**src/rtl/hostmbox_pkg.sv**
```systemverilog
package hostmbox_pkg;

  typedef enum logic {
    MODE_MIDI = 1'b0,
    MODE_HOST = 1'b1
  } mbx_mode_e;

  typedef struct packed {
    logic data_wr;
    logic data_rd;
  } mbx_strobe_t;

endpackage

```
**src/rtl/hostmbox_decode.sv**
```systemverilog
module hostmbox_decode
  import hostmbox_pkg::*;
#(
  parameter int unsigned AW        = 2,
  parameter int unsigned DW        = 8,
  parameter logic [AW-1:0] CTL_OFS  = 2,
  parameter logic [AW-1:0] DATA_OFS = 3,
  parameter logic [DW-1:0] HOST_CODE = 8'h00,
  parameter logic [DW-1:0] MIDI_CODE = 8'h03
) (
  input  logic          clk,
  input  logic          rst,
  input  logic          wr_en,
  input  logic          rd_en,
  input  logic [AW-1:0] addr,
  input  logic [DW-1:0] wdata,
  output mbx_mode_e     mode,
  output mbx_strobe_t   strb
);

  logic ctl_hit;
  logic data_hit;

  assign ctl_hit  = (addr == CTL_OFS);
  assign data_hit = (addr == DATA_OFS);

  always_ff @(posedge clk) begin
    if (rst) begin
      mode <= MODE_MIDI;
    end else if (wr_en && ctl_hit) begin
      if (wdata == HOST_CODE) begin
        mode <= MODE_HOST;
      end else if (wdata == MIDI_CODE) begin
        mode <= MODE_MIDI;
      end
    end
  end

  always_comb begin
    strb.data_wr = wr_en && data_hit && (mode == MODE_HOST);
    strb.data_rd = rd_en && data_hit && (mode == MODE_HOST);
  end

endmodule

```
**src/rtl/hostmbox_txslot.sv**
```systemverilog
module hostmbox_txslot #(
  parameter int unsigned DW = 8
) (
  input  logic          clk,
  input  logic          rst,
  input  logic          push,
  input  logic [DW-1:0] push_data,
  output logic          space,
  output logic          valid,
  input  logic          ready,
  output logic [DW-1:0] data
);

  logic full;

  always_ff @(posedge clk) begin
    if (rst) begin
      full <= 1'b0;
      data <= '0;
    end else if (!full) begin
      if (push) begin
        full <= 1'b1;
        data <= push_data;
      end
    end else if (ready) begin
      full <= 1'b0;
    end
  end

  assign valid = full;
  assign space = !full;

endmodule

```
**src/rtl/hostmbox_rxslot.sv**
```systemverilog
module hostmbox_rxslot #(
  parameter int unsigned DW = 8
) (
  input  logic          clk,
  input  logic          rst,
  input  logic          strobe,
  input  logic [DW-1:0] sdata,
  input  logic          pop,
  output logic          avail,
  output logic [DW-1:0] data
);

  always_ff @(posedge clk) begin
    if (rst) begin
      avail <= 1'b0;
      data  <= '0;
    end else if (!avail) begin
      if (strobe) begin
        avail <= 1'b1;
        data  <= sdata;
      end
    end else if (pop) begin
      avail <= 1'b0;
    end
  end

endmodule

```
**src/rtl/hostmbox_top.sv**
```systemverilog
module hostmbox_top
  import hostmbox_pkg::*;
#(
  parameter int unsigned AW        = 2,
  parameter int unsigned DW        = 8,
  parameter logic [AW-1:0] CTL_OFS  = 2,
  parameter logic [AW-1:0] DATA_OFS = 3,
  parameter logic [DW-1:0] HOST_CODE = 8'h00,
  parameter logic [DW-1:0] MIDI_CODE = 8'h03
) (
  input  logic          clk,
  input  logic          rst,
  input  logic          hst_wr_en,
  input  logic          hst_rd_en,
  input  logic [AW-1:0] hst_addr,
  input  logic [DW-1:0] hst_wdata,
  output logic [DW-1:0] hst_rdata,
  output logic          host_irq,
  output logic          cop_cmd_valid,
  input  logic          cop_cmd_ready,
  output logic [DW-1:0] cop_cmd_data,
  input  logic          cop_rsp_strobe,
  input  logic [DW-1:0] cop_rsp_data
);

  localparam int unsigned ST_RX   = 0;
  localparam int unsigned ST_TX   = 1;
  localparam int unsigned ST_MODE = DW - 1;

  mbx_mode_e   mode;
  mbx_strobe_t strb;
  logic        tx_space;
  logic        rx_avail;
  logic [DW-1:0] rx_data;
  logic [DW-1:0] status;

  hostmbox_decode #(
    .AW(AW), .DW(DW), .CTL_OFS(CTL_OFS), .DATA_OFS(DATA_OFS),
    .HOST_CODE(HOST_CODE), .MIDI_CODE(MIDI_CODE)
  ) decode_i (
    .clk   (clk),
    .rst   (rst),
    .wr_en (hst_wr_en),
    .rd_en (hst_rd_en),
    .addr  (hst_addr),
    .wdata (hst_wdata),
    .mode  (mode),
    .strb  (strb)
  );

  hostmbox_txslot #(.DW(DW)) tx_i (
    .clk       (clk),
    .rst       (rst),
    .push      (strb.data_wr),
    .push_data (hst_wdata),
    .space     (tx_space),
    .valid     (cop_cmd_valid),
    .ready     (cop_cmd_ready),
    .data      (cop_cmd_data)
  );

  hostmbox_rxslot #(.DW(DW)) rx_i (
    .clk    (clk),
    .rst    (rst),
    .strobe (cop_rsp_strobe),
    .sdata  (cop_rsp_data),
    .pop    (strb.data_rd),
    .avail  (rx_avail),
    .data   (rx_data)
  );

  always_comb begin
    status          = '0;
    status[ST_RX]   = rx_avail;
    status[ST_TX]   = tx_space;
    status[ST_MODE] = (mode == MODE_HOST);
  end

  always_ff @(posedge clk) begin
    if (rst) begin
      hst_rdata <= '0;
    end else if (hst_rd_en) begin
      if (hst_addr == CTL_OFS) begin
        hst_rdata <= status;
      end else if (strb.data_rd) begin
        hst_rdata <= rx_data;
      end else begin
        hst_rdata <= '0;
      end
    end
  end

  assign host_irq = rx_avail;

endmodule

```
**config.mk**
```make
export PLATFORM = sky130hd
export DESIGN_NAME = hostmbox_top
export DESIGN_NICKNAME = d
export VERILOG_FILES = /design/src/rtl/hostmbox_pkg.sv /design/src/rtl/hostmbox_decode.sv /design/src/rtl/hostmbox_txslot.sv /design/src/rtl/hostmbox_rxslot.sv /design/src/rtl/hostmbox_top.sv
export SDC_FILE = /design/constraint.sdc
export NUM_CORES = 1
export LEC_CHECK = 0
export ABC_AREA = 1
export BUFFER_PORTS_ARGS = -buffer_cell sky130_fd_sc_hd__buf_2
export CORE_ASPECT_RATIO = 0.8
export CORE_MARGIN = 5
export CORE_UTILIZATION = 53
export CTS_CLUSTER_DIAMETER = 30
export DETAILED_ROUTE_END_ITERATION = 12
export PLACE_DENSITY = 0.83
export SLEW_MARGIN = 20
export SYNTH_ARGS = -nofsm -noshare
export SYNTH_HDL_FRONTEND = slang
export SYNTH_HIERARCHICAL = 1
export SYNTH_SLANG_ARGS = --single-unit
```
**constraint.sdc**
```tcl
create_clock -name clk -period 1.6 [get_ports clk]
set_input_delay 0 -clock clk [delete_from_list [all_inputs] [get_ports clk]]
set_output_delay 0 -clock clk [all_outputs]
set_load 0.005 [all_outputs]
```
Word level (Yosys, flattened, before mapping)
Index checks and enable logic that the tools add are counted.
Widths: inputs -> output; s select.
- eq/ne operators: 3
- mux-type cells: 10
- bitwise logic cells: 2
- reductions and logical operators: 11
- operator list (kind ; number):
    $mux 8 ; 2
    $eq 8x2->1 const B ; 1
    $logic_not 8->1 ; 1
    $mux 1 ; 8
    $reduce_and 2->1 ; 3
    $logic_and 1x1->1 ; 5
    $eq 2x2->1 const B ; 2
    $not 1->1 ; 2
    $reduce_bool 2->1 ; 1
    $logic_not 1->1 ; 1
- register bits: 27
- output and inout bits: 18
- logic and storage cells: 32

Longest topological paths before layout
- depth after elaboration: 5
- gate-level depth with buffers: 7
- gate-level depth less buffers: 6

Cells and area by module
Netlist, hierarchy kept.
- by module, submodules not included (module ; times used ; cells each ; area an instance (µm²) ; seq. area each (µm²)):
    hostmbox_rxslot ; 1 ; 58 ; 390.4 ; 180.2
    hostmbox_txslot ; 1 ; 58 ; 390.4 ; 180.2
    hostmbox_top ; 1 ; 52 ; 352.8 ; 160.2
    hostmbox_decode ; 1 ; 28 ; 136.4 ; 20.0

Worst setup path before layout
No wires, ideal clock.
- path kind: reg2reg
- start point: reg decode_i.mode
- end point: reg tx_i.data[0]
- setup time: 64 ps
- data arrival time: 1045 ps
- data required time: 1536 ps
- setup slack: 491 ps
- cell stages (with the launch flop): 8
- buffers on the path: 1
- period minus slack after synthesis: 1109 ps
- cells stage by stage: dfxtp_1 inv_1 nor3_1 buf_6 inv_2 nor2_4 nor2_1 nor2_1
- RTL lines (item ; RTL line ; source):
    start: declaration ; hostmbox_decode.sv:17 ; output mbx_mode_e mode,
    start signal: assignment ; hostmbox_decode.sv:29 ; mode <= MODE_MIDI;
    start signal: assignment ; hostmbox_decode.sv:32 ; mode <= MODE_HOST;
    start signal: assignment ; hostmbox_decode.sv:34 ; mode <= MODE_MIDI;
    end signal: assignment ; hostmbox_txslot.sv:23 ; data <= push_data;
    end: declaration ; hostmbox_txslot.sv:11 ; output logic [DW-1:0] data

==> metrics.csv <==
stage,metric,value,unit
hold_path,Min-Delay Path Class,in2reg,
floorplan,die width,64.73,um
synth,most common cell in the netlist,nand2_1,
worst_setup_path,Critical Path Fanout Max,10,
sta,Slew HR,0.7695,
synth,yosys warns,6,
worst_setup_path,Worst setup EP type,flip-flop,
sta,Max Clk Rate,781.8,MHz
clocking,"Clk Latency, worst-skew pair",0.31,ns
synth,Post-synth top flop,dfxtp_1,
cells_and_area,Area Growth Syn to Fin,27.09,%
clocking,clock buffer depth,2,
synth,register bit total from synthesis,27,
global_routing,grt met2 use,0.2886,
synth,Post-Syn Area,1270,sq um
clocking,H-tree levels,1,
sta,final setup fails,0,
sta,fin. max-slew vios,0,
clocking,post_cts resized,0,
floorplan,Rows,15,
synth,Syn Area/Cell,6.479,sq um
job,total of max-cap violations,0,
power,Peak supply drop,0.0004458,V
synth,Post-synth top cells,"nand2_1, nor2_1, inv_1",
global_routing,largest net degree at the start of global routing,15,
power,Clk pwr share,0.243,
power,Leak,0.0008549,uW
clocking,CTS tree,yes,
global_routing,Total GRT Usage,0.1753,
placed_design,I/O Buffers,41,
global_routing,first-pass GRT wire length,4705,um
global_routing,initial antenna violation count,0,
global_routing,GRT overflow,0,
drt,drt wl/cell,10.13,um
sta,shortest period the worst path allows,1.279,ns
power,Pwr Density,711.1,nW/um^2
worst_setup_path,Crit Path Category,reg2reg,
synth,Yosys top cell by area,dfxtp_1,
drt,Antenna Nets Post-Route,0,
global_routing,met3 global-route usage,0.04175,
power,Reg power frac,0.617,
sta,Slew @ Worst Pin,0.3445,ns
floorplan,core box area,2215,sq um
floorplan,# IOs,42,
drt,drt first pass iters,4,
cells_and_area,Antenna Cells,0,
synth,"top cells by area, synth","dfxtp_1, nand2_1, nor2_1",
cells_and_area,final net count,274,
sta,RSZ-0062 raised after global routing,no,
synth,share of flip-flops with an asynchronous set or reset,0,
clocking,clk slew on worst S/H paths,0.13,ns
sta,final worst clock skew,0.005129,ns
placed_design,DP HPWL,2128,um
outcome,status,"complete, no violations",
synth,Mapped Nets,220,
sta,final-report hold violation count,0,
cells_and_area,Final Non-Filler Cells,274,
worst_setup_path,"Req. time, crit path",1.86,ns
placed_design,gpl congestion,0.7543,
clocking,# clock sinks,27,
synth,post-synthesis sequential area ratio,0.4256,
sta,Sum Neg Setup Slack,0,ns
sta,Final period util,0.7994,
global_routing,M1 GR Usage,0.2344,
synth,post-synthesis cell type count,14,
power,logic gate share of total power,0.140,
clocking,clock buffer count from CTS,3,
synth,cells after synthesis,196,
clocking,root buf cell,clkbuf_4,
power,Int Pwr,863.9,uW
placed_design,cell total after placement,260,
floorplan,die area,3481,sq um
drt,DRC,0,
drt,Iteration-0 DRC Markers,35,
power,Psw,283.9,uW
worst_setup_path,CP arrival,1.54,ns
drt,DRT Wirelength,2776,um
drt,Vias per Instance,4.533,
global_routing,vias in the first global route,1106,
floorplan,initial core utilization,0.5734,
worst_setup_path,CP startpoint kind,flip-flop,
cells_and_area,layout cells sized above 1,0.2369,
floorplan,Die Y-Extent,53.78,um
synth,"EDFF count, synth",0,
power,sw frac,0.2473,
global_routing,Top Usage Layer GRT,met2,
drt,via count,1242,
synth,top-area cell type share of the netlist area,0.4256,
==> power by group through the flow <==
stage / clock network [uW] / registers (uW) / logic [uW]
floorplan: 0 / 721 / 86.3
global placement: 0 / 724 / 138
detailed placement: 0 / 723 / 140
CTS: 283 / 708 / 159
global route: 314 / 712 / 185
finish: 278 / 708 / 161
==> cells by family after synthesis <==
| logic type | Yosys count | synth area share |
|---|---|---|
| flip-flops | 27 | 0.4256 |
| buffers and inverters | 42 | 0.1360 |
| AND/OR/NAND/NOR | 116 | 0.3921 |
| AO/OA/AOI/OAI | 11 | 0.04631 |
==> what timing repair did <==
item | 4_1_cts | 5_1_grt
hold buffers | 10 | 0
buffers inserted | 0 | 0
endpoints found under the hold margin | 10 | 0
==> layout by cell type, fill, tap and decap left out, drive strengths merged <==
cell type    count
nor2            42
buf             42
nor3             1
nand3           23
dlygate4sd3     10
inv             39
clkbuf           4
a21oi           11
dfxtp           27
nand2           50
==> per-stage QoR <==
step	worst slack, ns	cell area (sq um)	power [uW]	util	hold slack (ns)
global placement	0.4160	1488	861.3	0.6718	0.2593
finish	0.3210	1614	1148	0.7288	0.004787
global route	0.1416	1614	1212	0.7288	0.03229
CTS	0.3442	1614	1151	0.7288	0.004922
floorplan	0.4909	1270	806.9	-	0.06244
detailed placement	0.3777	1488	863.5	0.6718	0.2765
==> flip-flops by register name, summed over array words and instances (netlist names) <==
register / flops
hst_rdata: 8
rx_i/data: 8
tx_i/data: 8
decode_i/mode: 1
rx_i/avail: 1
tx_i/valid: 1
==> per-layer routing <==
layer / up-vias / part of all wire
met5: - / 0
met4: 0 / 0.0079
met1: 512 / 0.54
li1: 695 / -
met2: 33 / 0.41
met3: 2 / 0.047
==> final timing paths <==
kind | startpoint | endpoint | cells past startpoint | slack (ns)
worst max-delay path | decode_i/mode | tx_i/data[3] | 7 | 0.32
worst min-delay path | cop_rsp_data[5] | rx_i/data[5] | 5 | 0.005
worst max register to register | decode_i/mode | tx_i/data[3] | 7 | 0.32
worst min register to register | hst_rdata[6] | hst_rdata[6] | 2 | 0.47
==> cell type report <==
cell class | instances | area [sq um]
Fill cell | 178 | 600.6
Clock buffer | 4 | 26.28
Timing Repair Buffer | 52 | 312.8
Multi-Input combinational cell | 127 | 556.8
Tap cell | 25 | 31.28
Inverter | 39 | 146.4
Sequential cell | 27 | 540.5
==> critical path, cell delays in order (launching register included) <==
cell and delay, ns:
dfxtp_1 0.39, inv_1 0.07, nor3_1 0.19, buf_4 0.19
inv_2 0.05, nor2_4 0.17, nor2_1 0.06, nor2_1 0.09
Note: power is estimated with default switching activity, not from simulation.
